==> src/rtl/ftg_pkg.sv <==
package ftg_pkg;
  parameter int H_W    = 16;
  parameter int F_W    = 32;
  parameter int COL_W  = 24;
  parameter int CNT_W  = 16;
  parameter int ADDR_W = 4;
  parameter int DATA_W = 32;

  typedef struct packed {
    logic [H_W-1:0] hper;
    logic [H_W-1:0] hpw;
    logic [H_W-1:0] hstart;
    logic [H_W-1:0] hend;
    logic [F_W-1:0] vper;
    logic [F_W-1:0] vlen;
    logic [F_W-1:0] vstart;
    logic [F_W-1:0] vend;
  } timing_t;

  localparam logic [ADDR_W-1:0] RA_HCTL   = 4'd0;
  localparam logic [ADDR_W-1:0] RA_HWIN   = 4'd1;
  localparam logic [ADDR_W-1:0] RA_VPER   = 4'd2;
  localparam logic [ADDR_W-1:0] RA_VLEN   = 4'd3;
  localparam logic [ADDR_W-1:0] RA_VSTART = 4'd4;
  localparam logic [ADDR_W-1:0] RA_VEND   = 4'd5;
  localparam logic [ADDR_W-1:0] RA_POL    = 4'd6;
  localparam logic [ADDR_W-1:0] RA_UFLOW  = 4'd7;
  localparam logic [ADDR_W-1:0] RA_BORDER = 4'd8;
  localparam logic [ADDR_W-1:0] RA_RUN    = 4'd9;
  localparam logic [ADDR_W-1:0] RA_CNTEN  = 4'd10;

  localparam logic [COL_W-1:0] UFLOW_RST = COL_W'(8'hff);
endpackage

==> src/rtl/ftg_regs.sv <==
module ftg_regs
  import ftg_pkg::*;
(
  input  logic              clk,
  input  logic              rst,
  input  logic              wr_en,
  input  logic [ADDR_W-1:0] wr_addr,
  input  logic [DATA_W-1:0] wr_data,
  output timing_t           live,
  output logic [1:0]        pol,
  output logic              run_req,
  output logic [1:0]        cnt_en,
  output logic [COL_W-1:0]  uflow,
  output logic [COL_W-1:0]  border
);
  always_ff @(posedge clk) begin
    if (rst) begin
      live    <= '0;
      pol     <= '0;
      run_req <= 1'b0;
      cnt_en  <= '0;
      uflow   <= UFLOW_RST;
      border  <= '0;
    end else if (wr_en) begin
      case (wr_addr)
        RA_HCTL: begin
          live.hper <= wr_data[H_W-1:0];
          live.hpw  <= wr_data[2*H_W-1:H_W];
        end
        RA_HWIN: begin
          live.hstart <= wr_data[H_W-1:0];
          live.hend   <= wr_data[2*H_W-1:H_W];
        end
        RA_VPER:   live.vper   <= wr_data[F_W-1:0];
        RA_VLEN:   live.vlen   <= wr_data[F_W-1:0];
        RA_VSTART: live.vstart <= wr_data[F_W-1:0];
        RA_VEND:   live.vend   <= wr_data[F_W-1:0];
        RA_POL:    pol         <= wr_data[1:0];
        RA_UFLOW:  uflow       <= wr_data[COL_W-1:0];
        RA_BORDER: border      <= wr_data[COL_W-1:0];
        RA_RUN:    run_req     <= wr_data[0];
        RA_CNTEN:  cnt_en      <= wr_data[1:0];
        default: ;
      endcase
    end
  end
endmodule

==> src/rtl/ftg_scan.sv <==
module ftg_scan
  import ftg_pkg::*;
(
  input  logic           clk,
  input  logic           rst,
  input  logic           run_req,
  input  timing_t        live,
  output logic           run,
  output logic [F_W-1:0] p_cnt,
  output logic [H_W-1:0] h_cnt,
  output timing_t        act,
  output logic           frame_last
);
  assign frame_last = run && (p_cnt == act.vper - F_W'(1));

  always_ff @(posedge clk) begin
    if (rst) begin
      run   <= 1'b0;
      p_cnt <= '0;
      h_cnt <= '0;
      act   <= '0;
    end else if (!run) begin
      if (run_req) begin
        run   <= 1'b1;
        p_cnt <= '0;
        h_cnt <= '0;
        act   <= live;
      end
    end else if (frame_last) begin
      p_cnt <= '0;
      h_cnt <= '0;
      if (run_req) act <= live;
      else         run <= 1'b0;
    end else begin
      p_cnt <= p_cnt + F_W'(1);
      h_cnt <= (h_cnt == act.hper - H_W'(1)) ? '0 : h_cnt + H_W'(1);
    end
  end
endmodule

==> src/rtl/ftg_out.sv <==
module ftg_out
  import ftg_pkg::*;
(
  input  logic             clk,
  input  logic             rst,
  input  logic             run,
  input  logic [F_W-1:0]   p_cnt,
  input  logic [H_W-1:0]   h_cnt,
  input  timing_t          act,
  input  logic             frame_last,
  input  logic [1:0]       pol,
  input  logic [1:0]       cnt_en,
  input  logic [COL_W-1:0] uflow,
  input  logic [COL_W-1:0] border,
  input  logic             pix_valid,
  input  logic [COL_W-1:0] pix_data,
  output logic             hsync,
  output logic             vsync,
  output logic             de,
  output logic [COL_W-1:0] pix_out,
  output logic             vblank,
  output logic [CNT_W-1:0] line_cnt,
  output logic [CNT_W-1:0] frame_cnt
);
  logic hs_on, vs_on, de_on, line_start;

  always_comb begin
    hs_on      = run && (h_cnt < act.hpw);
    vs_on      = run && (p_cnt < act.vlen);
    de_on      = run && (h_cnt >= act.hstart) && (h_cnt <= act.hend)
                     && (p_cnt >= act.vstart) && (p_cnt <= act.vend);
    line_start = run && (h_cnt == '0);
  end

  always_ff @(posedge clk) begin
    if (rst) begin
      hsync     <= 1'b0;
      vsync     <= 1'b0;
      de        <= 1'b0;
      pix_out   <= '0;
      vblank    <= 1'b0;
      line_cnt  <= '0;
      frame_cnt <= '0;
    end else begin
      hsync  <= hs_on ^ pol[0];
      vsync  <= vs_on ^ pol[1];
      de     <= de_on;
      vblank <= frame_last;
      if (de_on) pix_out <= pix_valid ? pix_data : uflow;
      else       pix_out <= border;
      if (line_start && cnt_en[0])
        line_cnt <= (p_cnt == '0) ? '0 : line_cnt + CNT_W'(1);
      if (frame_last && cnt_en[1])
        frame_cnt <= frame_cnt + CNT_W'(1);
    end
  end
endmodule

==> src/rtl/frame_timing_gen.sv <==
module frame_timing_gen
  import ftg_pkg::*;
(
  input  logic              clk,
  input  logic              rst,
  input  logic              wr_en,
  input  logic [ADDR_W-1:0] wr_addr,
  input  logic [DATA_W-1:0] wr_data,
  input  logic              pix_valid,
  input  logic [COL_W-1:0]  pix_data,
  output logic              hsync,
  output logic              vsync,
  output logic              de,
  output logic [COL_W-1:0]  pix_out,
  output logic              vblank,
  output logic [CNT_W-1:0]  line_cnt,
  output logic [CNT_W-1:0]  frame_cnt
);
  timing_t          live, act;
  logic [1:0]       pol, cnt_en;
  logic             run_req, run, frame_last;
  logic [COL_W-1:0] uflow, border;
  logic [F_W-1:0]   p_cnt;
  logic [H_W-1:0]   h_cnt;

  ftg_regs u_regs (
    .clk(clk), .rst(rst), .wr_en(wr_en), .wr_addr(wr_addr), .wr_data(wr_data),
    .live(live), .pol(pol), .run_req(run_req), .cnt_en(cnt_en),
    .uflow(uflow), .border(border)
  );

  ftg_scan u_scan (
    .clk(clk), .rst(rst), .run_req(run_req), .live(live),
    .run(run), .p_cnt(p_cnt), .h_cnt(h_cnt), .act(act), .frame_last(frame_last)
  );

  ftg_out u_out (
    .clk(clk), .rst(rst), .run(run), .p_cnt(p_cnt), .h_cnt(h_cnt), .act(act),
    .frame_last(frame_last), .pol(pol), .cnt_en(cnt_en), .uflow(uflow),
    .border(border), .pix_valid(pix_valid), .pix_data(pix_data),
    .hsync(hsync), .vsync(vsync), .de(de), .pix_out(pix_out), .vblank(vblank),
    .line_cnt(line_cnt), .frame_cnt(frame_cnt)
  );
endmodule

==> config.mk <==
export PLATFORM = sky130hd
export DESIGN_NAME = frame_timing_gen
export DESIGN_NICKNAME = d
export VERILOG_FILES = /design/src/rtl/ftg_pkg.sv /design/src/rtl/ftg_regs.sv /design/src/rtl/ftg_scan.sv /design/src/rtl/ftg_out.sv /design/src/rtl/frame_timing_gen.sv
export SDC_FILE = /design/constraint.sdc
export NUM_CORES = 1
export LEC_CHECK = 0
export BUFFER_PORTS_ARGS = -buffer_cell sky130_fd_sc_hd__buf_4
export CAP_MARGIN = 10
export CORE_MARGIN = 10
export CORE_UTILIZATION = 35
export DETAILED_ROUTE_END_ITERATION = 8
export GPL_TIMING_DRIVEN = 0
export PLACE_DENSITY = 0.61
export SLEW_MARGIN = 20
export SYNTH_ARGS = -nofsm -noshare
export SYNTH_HDL_FRONTEND = slang
export SYNTH_SLANG_ARGS = --single-unit
==> constraint.sdc <==
create_clock -name clk -period 3.3 [get_ports clk]
set_input_delay 0.165 -clock clk [delete_from_list [all_inputs] [get_ports clk]]
set_output_delay 0.165 -clock clk [all_outputs]
set_load 0.03 [all_outputs]
Word level (Yosys, flattened, before mapping)
Index checks and enable logic that the tools add are counted.
Widths: inputs -> output; s select.
{"block": "classes", "n_addsub": 6, "n_lt_le_gt_ge": 6, "eq_ne": 13, "mux": 16, "n_bitwise": 2, "n_reduce_logical": 25}
{"operator": "$mux 192", "count": 3}
{"operator": "$mux 32", "count": 3}
{"operator": "$mux 16", "count": 5}
{"operator": "$add 16x1->16 const B", "count": 3}
{"operator": "$mux 24", "count": 2}
{"operator": "$add 32x1->32 const B", "count": 1}
{"operator": "$eq 32x32->1", "count": 1}
{"operator": "$ge 32x32->1", "count": 1}
{"operator": "$le 32x32->1", "count": 1}
{"operator": "$logic_not 32->1", "count": 1}
{"operator": "$lt 32x32->1", "count": 1}
{"operator": "$sub 32x1->32 const B", "count": 1}
{"operator": "$reduce_and 2->1", "count": 11}
{"operator": "$eq 16x16->1", "count": 1}
{"operator": "$eq 4x3->1 const B", "count": 4}
{"operator": "$ge 16x16->1", "count": 1}
{"operator": "$le 16x16->1", "count": 1}
{"operator": "$logic_not 16->1", "count": 1}
{"operator": "$lt 16x16->1", "count": 1}
{"operator": "$sub 16x1->16 const B", "count": 1}
{"operator": "$eq 4x4->1 const B", "count": 3}
{"operator": "$logic_and 1x1->1", "count": 10}
{"operator": "$eq 4x2->1 const B", "count": 2}
{"operator": "$eq 4x1->1 const B", "count": 1}
{"operator": "5 further kinds", "count": 8}
{"block": "word_totals", "ff_bits": 546, "in_bits": 64, "output_inout_bits": 60, "elab_cells": 99}

Logic depth before layout (Yosys ltp)
Gate-level depths: netlist of run 1.
{"block": "logic_depth", "word_depth": 6, "depth_mapped": 14, "mapped_depth_nobuf": 11}

Modules after synthesis
Synthesis of run 1 repeated with hierarchy kept, for this count alone.
{"block": "unflattened", "hier_cells": 3084, "area_unflattened_um2": 27998.1}
{"mod": "ftg_scan", "n_inst": 1, "cells_each": 1406, "area_per_inst_um2": 11887.7}
{"mod": "ftg_regs", "n_inst": 1, "cells_each": 868, "area_per_inst_um2": 9614.2}
{"mod": "ftg_out", "n_inst": 1, "cells_each": 810, "area_per_inst_um2": 6496.2}

Worst setup path before layout of run 1
No wires, ideal clock.
{"block": "synth_path", "path_kind": "flip-flop to flip-flop", "start": "reg u_scan.act[96] (netlist name)", "end": "reg u_scan.act[0] (netlist name)", "arrival_time_ps": 3398, "t_required_ps": 3228, "path_slack_ps": -169, "stages_incl_launch_ff": 14, "synth_period_minus_slack_ps": 3469, "cell_sequence": "dfxtp_1 -> inv_1 -> ha_1 -> or3b_2 -> or4_1 -> mux2i_1 -> or4_1 -> nor4_4 -> a21boi_2 -> nor2b_1 -> buf_4 -> buf_12 -> buf_12 -> mux2i_1"}
{"block": "synth_via", "elab_chain_len": 4}
{"item": "$sub 32x1->32", "line": "ftg_scan.sv:14", "rtl": "assign frame_last = run && (p_cnt == act.vper - F_W'(1));"}
{"item": "$eq 32x32->1", "line": "ftg_scan.sv:14"}
{"item": "$logic_and 1x1->1", "line": "ftg_scan.sv:14"}
{"item": "$ne 2x1->1 (no source line)"}
Every way passes these cells.
A chain may end at the register's enable or synchronous reset.

Worst setup path after layout of run 1
{"block": "layout_path", "start": "reg u_scan.act[97] (netlist name)", "end": "reg u_scan.act[91] (netlist name)"}
{"block": "layout_via", "elab_chain_len": 4}
{"item": "$sub 32x1->32", "line": "ftg_scan.sv:14"}
{"item": "$eq 32x32->1", "line": "ftg_scan.sv:14"}
{"item": "$logic_and 1x1->1", "line": "ftg_scan.sv:14"}
{"item": "$ne 2x1->1 (no source line)"}
Every way passes these cells.

==> metrics.md, run 1 <==
| Metric | Value |
|---|---|
| Outcome | `complete, but fails checks` |
| Violated checks | `negative setup slack` |
| Library cells used by synthesis | `68` |
| Vias per cell | `just over 5` |
| P&R area growth vs syn | `23.4%` |
| Register area share after synthesis | `0.408` |
| Hold wc startpoint | `wr_addr[0]` |
| Final Cycle Share | `1.07` |
| Final hold viol count | `0` |
| Syn Area/Cell | `~8 um2` |
| Slew Limit Headroom | `0.203` |
| Ys flop type | `dfxtp_1` |
| EDFF count, synth | `0` |
| Synth area leaders | `dfxtp_1 41%, nand2_1 13%, mux2i_1 8.4%` |
| Largest net degree at the start of global routing | `17` |
| Synth async-reset ratio | `0` |
| RSZ-0062 raised after global routing | `yes` |
| Detail Placement HPWL | `~63,000 um` |
| Seq cells post-synth | `546` |
| Nets | `around 3,800` |
| Hold path depth | `6` |
| Pwr per Cell Area | `approximately 430 nW/um2` |
| Hold WC Path Type | `in2reg` |
| Slack of the worst reg-to-reg path | `-0.22 ns` |
| Syn. warnings | `0` |
| 1st-iter DRT viols | `roughly 1,800` |
| I/O pin count | `124` |
| GRT busiest layer | `met2` |
| Final Util | `0.435` |
| RePlAce Congestion | `about 0.9` |
| Htree depth | `2` |
| Initial antenna violation count | `3` |
| Max-slew violation count | `0` |
| Reg clk slew, reported paths | `0.06 ns` |
| Site Rows | `approximately 100` |
| Synthesized area | `roughly 27,000 um2` |
| Final setup fails | `219` |
| Layout cell share with drive strength beyond 1 | `0.131` |
| TritonCTS Buffers | `58` |
| Worst hold margin | `around 0.044 ns` |
| Met2 Use GR | `0.317` |
| Max_cap viols | `0` |
| WS Path Type | `reg2reg` |
| Crit end category | `flop` |
| RR Startpoint | `u_scan.act[97]` |
| Clk_lat worst skew | `between 0.6 and 0.7 ns` |
| IO buf count | `96` |
| WL final | `just over 90,000 um` |
| Core Region | `around 76,000 um2` |
| Fillcell total | `7,484` |
| Met3 GRT Util | `0.0372` |
| DIE AREA | `88,000 um2` |
| Total track usage | `0.197` |
| Clock tree sinks | `546` |
| Final Power | `14.4 mW` |
| FF-to-FF End | `u_scan.act[91]` |
| Reg2Reg Depth | `16` |
| Post-layout min period | `between 3 and 4 ns` |
| Hold EP | `u_regs.run_req` |
| Drt drc | `0` |
| First-pass GRT wire length | `around 130,000 um` |
| Synth top area share | `0.408` |
| Post-Syn Nets | `around 3,500` |
| Drt first pass iters | `6` |
| Clk_skew | `0.0301 ns` |
| Leakage power | `around 12 nW` |
| Mapped Cells | `about 3,300` |
| Worst setup SP type | `flop` |
| WL/cell | `between 15 and 20 um` |
| Setup TNS | `-25.59 ns` |
| Vias in the first global route | `around 22,000` |
| Count leader, synth | `nand2_1` |
| Vert. Die Dim | `about 300 um` |
| CTS tree | `built` |
| Synth cell count leaders | `962 x nand2_1, 546 x dfxtp_1, 330 x a21oi_1` |
| Max clock buf depth | `3` |
| Post-route ant nets | `0` |
| Remaining global-route overflow | `0` |
| Post-route setup slack | `-0.225 ns` |
| Initial Utilization | `0.353` |
| Root buf cell | `clkbuf_16` |
| Critical path fanouts, max | `5` |
| Yosys top cell by area | `dfxtp_1` |
| DIE WIDTH | `297 um` |
| Slew @ Worst Pin | `1.20 ns` |
| Worst EP arrival | `between 4 and 5 ns` |
| M1 GR Usage | `0.259` |
| Peak Freq | `between 200 and 300 MHz` |
| Via count | `about 24,000` |
| Largest vdd supply drop | `between 0.0005 and 0.0006 V` |
| Required time worst endpoint | `roughly 3.8 ns` |
==> worst max-delay path by stage <==
stage	startpoint	to	slack, ns
after global placement	u_scan.act[107]	u_out.frame_cnt[8]	-1.03
after global routing	u_scan.act[99]	u_scan.act[79]	-0.34
after floorplan	u_scan.act[96]	u_scan.act[0]	-0.004
after CTS	u_scan.act[96]	u_scan.act[171]	-0.16
after detailed placement	u_scan.act[107]	u_out.frame_cnt[10]	-1.00
final	u_scan.act[97]	u_scan.act[91]	-0.22
==> cell usage in the layout (no fill, tap or decap), drive strengths merged, types with 9 or more instances in the layout <==
cell         count
a211oi          29
a21o            34
a21oi          330
a31oi           27
and2             9
and3            17
buf            188
clkbuf         298
clkinv          10
dfxtp          546
dlygate4sd3     32
ha             150
inv            165
mux2i          226
nand2          962
nand2b          14
nand3           50
nand3b          18
nand4           50
nor2           108
nor2b           14
nor3            30
nor4            26
o21a            10
o21ai           72
or2              9
or3             29
xnor2           47
xor2            42
==> routing by layer <==
metal	vias to the layer above	routed length, um
li1	11700	-
met1	11300	40600
met2	744	41300
met3	165	6100
met4	4	3270
met5	-	33
==> cell type report <==
| type | instances | area, um2 | share of cell area |
|---|---|---|---|
| Tap cell | 1030 | 1290 | 0.0390 |
| Timing Repair Buffer | 210 | 2230 | 0.0674 |
| Inverter | 164 | 618 | 0.0187 |
| Antenna cell | 4 | 10.0 | 0.000303 |
| Buffer | 221 | 1310 | 0.0396 |
| Multi-Input combinational cell | 2386 | 14600 | 0.441 |
| Clock buffer | 87 | 1740 | 0.0527 |
| Clock inverter | 18 | 304 | 0.00920 |
| Sequential cell | 546 | 11000 | 0.332 |
==> kinds of logic (layout without fill, tap and decap cells) <==
logic type | count (synthesis) | in the layout | share of synthesized area
AND/OR/NAND/NOR | 1371 | 1371 | 0.223
XOR/XNOR | 89 | 89 | 0.0291
AO/OA/AOI/OAI | 549 | 549 | 0.117
flip-flops | 546 | 546 | 0.408
multiplexers | 227 | 227 | 0.0849
adder cells (fa/ha/maj) | 150 | 150 | 0.0701
other | 0 | 4 | 0
buffers and inverters | 391 | 700 | 0.0683
==> per-stage QoR <==
step	instances	area, um2	worst slack (ns)
after floorplan	3323	26800	-0.00422
after global placement	4449	28800	-1.03
after detailed placement	4449	28800	-1.00
after CTS	4622	32000	-0.160
after global routing	4663	33000	-0.335
final	4666	33000	-0.225
==> where the power goes <==
part           internal (mW)  switching, mW
Clock                   4.12           2.86
Sequential              6.63         0.0247
Combinational          0.206          0.519
Total                   11.0           3.41
==> timing repair <==
action	in CTS	in global routing
cloned	7	22
hold endpoints to repair	72	0
setup endpoints to repair	285	280
hold buffers	32	0
pin swaps	41	45
setup buffers	33	26
gates resized for setup	101	130
==> registers in the layout, indices dropped and copies added (netlist names), 24 cells and up <==
name,count
u_regs.uflow,24
u_scan.p_cnt,32
u_regs.border,24
u_out.pix_out,24
u_regs.live,192
u_scan.act,192
==> worst max-delay path, cell delays in order, from the launching register on <==
cell	delay [ns]
dfxtp_4	0.37
inv_4	0.06
ha_4	0.13
or3b_4	0.41
or3_1	0.39
a21o_1	0.18
a221oi_2	0.29
o2111ai_2	0.19
nor4_4	0.25
buf_6	0.17
a21boi_4	0.07
nor2b_2	0.12
buf_6	0.14
buf_8	0.14
clkbuf_16	0.17
clkbuf_16	0.15
mux2i_1	0.22
No activity file was read; power rests on OpenSTA's default activity.
==> inputs of run 2 (changes only) <==
--- a/config.mk
+++ b/config.mk
@@ -5,10 +5,11 @@
 export SDC_FILE = /design/constraint.sdc
 export NUM_CORES = 1
 export LEC_CHECK = 0
-export BUFFER_PORTS_ARGS = -buffer_cell sky130_fd_sc_hd__buf_4
+export BUFFER_PORTS_ARGS = -buffer_cell sky130_fd_sc_hd__buf_2
 export CAP_MARGIN = 10
 export CORE_MARGIN = 10
 export CORE_UTILIZATION = 35
+export CTS_BUF_LIST = sky130_fd_sc_hd__clkbuf_8
 export DETAILED_ROUTE_END_ITERATION = 8
 export GPL_TIMING_DRIVEN = 0
 export PLACE_DENSITY = 0.61
==> metrics.md, run 2 (synthesized netlist as in run 1, its figures left out) <==
| Metric | Value |
|---|---|
| WL/cell | `19.1 um (-2.4%)` |
| Htree depth | `3 (+1)` |
| Violated checks | `negative setup slack` |
| Multi-input logic area | `14,500 um2 (-0.64%)` |
| Crit end category | `flop` |
| Commonest non-fill, non-tap cell in the layout | `nand2_1` |
| Final Cycle Share | `1.07 (-0.00182)` |
| Critical path's slowest cell | `or3b_4` |
| Worst hold margin | `0.0451 ns (+0.00105 ns)` |
| Worst EP arrival | `4.11 ns (+0.05 ns)` |
| Vias in the first global route | `22,800 (+1.7%)` |
| Reg clk slew, reported paths | `0.07 ns (about the same)` |
| Root buf cell | `clkbuf_8` |
| Layout Cells excl Fill | `4,714 (+1.0%)` |
| Via count | `24,000 (+0.69%)` |
| Slew @ Worst Pin | `1.22 ns (+0.0198 ns)` |
| Largest vdd supply drop | `0.000257 V (-52%)` |
| Area after DPL | `28,600 um2 (-0.82%)` |
| Initial antenna violation count | `8 (+5)` |
| Final setup fails | `223 (+1.8%)` |
| Peak Freq | `284 MHz (+0.17%)` |
| Drt drc | `0 (unchanged)` |
| Leakage power | `11.6 nW (-1.2%)` |
| First-pass GRT wire length | `135,000 um (+0.71%)` |
| Fillcell total | `7,632 (+2.0%)` |
| Largest net degree at the start of global routing | `14 (-3)` |
| Commonest non-fill, non-tap cells in the layout | `957 x nand2_1, 525 x dfxtp_1, 318 x a21oi_1` |
| WL final | `90,000 um (-1.4%)` |
| Post-layout min period | `3.52 ns (-0.00601 ns)` |
| Required time worst endpoint | `3.90 ns (+0.07 ns)` |
| RePlAce Congestion | `0.900 (+1.2%)` |
| Max-slew violation count | `0 (unchanged)` |
| I/O pin count | `124 (unchanged)` |
| Placed insts | `4,449 (unchanged)` |
| TritonCTS Buffers | `92 (+59%)` |
| DIE AREA | `88,000 um2 (unchanged)` |
| Site Rows | `101 (unchanged)` |
| Layout cell share with drive strength beyond 1 | `0.131 (+0.000196)` |
| Pwr per Cell Area | `415 nW/um2 (-4.5%)` |
| Final Power | `13.4 mW (-6.7%)` |
| Drt first pass iters | `6 (unchanged)` |
| Remaining global-route overflow | `0 (unchanged)` |
| Final hold viol count | `0 (unchanged)` |
| 1st-iter DRT viols | `1,899 (+3.9%)` |
| Pre-CTS WS | `-1.11 ns (-0.113 ns)` |
| Nets | `3,837 (+0.95%)` |
| IO buf count | `96 (unchanged)` |
| CP peak stage delay | `0.41 ns (about the same)` |
| Vias per cell | `5.09 (-0.33%)` |
| Clock tree sinks | `546 (unchanged)` |
| Final non-filler cell area | `32,300 um2 (-2.3%)` |
| Critical path fanouts, max | `10 (+5)` |
| Detail Placement HPWL | `63,200 um (-0.35%)` |
| Total track usage | `0.198 (+0.00177)` |
| Cell Chain, Critical Path | `inv_4 > ha_4 > or3b_4 > buf_4 > o21ai_0 > nand3_1 > a2111oi_1 > o2111ai_2 > nor4_4 > buf_6 > a21boi_4 > nor2b_1 > buf_6 > buf_6 > buf_12 > buf_12 > mux2i_1` |
| Most frequent cell on the critical path | `buf_6` |
| Setup TNS | `-32.75 ns (-7.17 ns)` |
| Max_cap viols | `0 (unchanged)` |
| P&R area growth vs syn | `20.5%` |
| Vert. Die Dim | `297 um (unchanged)` |
| CTS tree | `built` |
| Post-route ant nets | `0 (unchanged)` |
| Worst setup SP type | `flop` |
| RSZ-0062 raised after global routing | `yes` |
| Register area | `11,000 um2 (about the same)` |
| Post-route setup slack | `-0.219 ns (+0.00601 ns)` |
| Clk_skew | `0.0375 ns (+0.00736 ns)` |
| Hold WC Path Type | `in2reg` |
| Max clock buf depth | `3 (unchanged)` |
| Regs by FF count | `u_regs.live x192, u_scan.act x192, u_scan.p_cnt x32` |
| Final Util | `0.425 (-0.00998)` |
| Outcome | `complete, but fails checks` |
| Clk_lat worst skew | `0.71 ns (+0.07 ns)` |
| Slew Limit Headroom | `0.189 (-0.0132)` |
| Initial Utilization | `0.353 (unchanged)` |
| WS Path Type | `reg2reg` |
| Core Region | `75,900 um2 (unchanged)` |
| DIE WIDTH | `297 um (unchanged)` |
run 2: worst max-delay path, delay by kind of cell, from the launching register on:
| kind | cells | cell delay, ns |
|---|---|---|
| compound gates | 4 | 0.87 |
| simple gates | 4 | 0.86 |
| buf+inv | 7 | 0.99 |
| mux | 1 | 0.20 |
| flops | 1 | 0.37 |
| fa+ha+maj | 1 | 0.13 |
run 2: per-layer routing:
metal  vias to the layer above  wire length, um  global-route usage
met5                         -               41                   0
met4                         6             2820              0.0703
met3                       163             6080              0.0386
met2                       758            40300               0.318
met1                     11300            40700               0.263
li1                      11700                -                   -
run 2: where the power goes:
part	total, mW	internal, mW	switching, mW
Sequential	6.66	6.63	0.0245
Clock	6.04	3.17	2.87
Combinational	0.708	0.194	0.514
Total	13.4	10.0	3.41
run 2: timing repair:
item,CTS,global route
endpoints found under the hold margin,117,0
gates resized for setup,113,88
pin swaps,31,35
hold buffers,46,0
setup endpoints to repair,288,279
cloned,12,7
setup buffers,40,10
run 2: cell type report:
type | instances | area share
Multi-Input combinational cell | 2386 | 0.448
Inverter | 164 | 0.0191
Clock buffer | 117 | 0.0499
Clock inverter | 34 | 0.00566
Antenna cell | 4 | 0.000310
Buffer | 224 | 0.0410
Sequential cell | 546 | 0.340
Timing Repair Buffer | 209 | 0.0562
Tap cell | 1030 | 0.0399
run 2: worst paths after layout:
check / cells past startpoint / slack [ns] / from / to
worst max-delay path: 17 / -0.22 / u_scan.act[97] / u_scan.act[185]
worst min-delay path: 3 / 0.05 / pix_valid / u_out.pix_out[2]
worst max register to register: 17 / -0.22 / u_scan.act[97] / u_scan.act[185]
worst min register to register: 2 / 0.44 / u_regs.live[114] / u_scan.act[114]
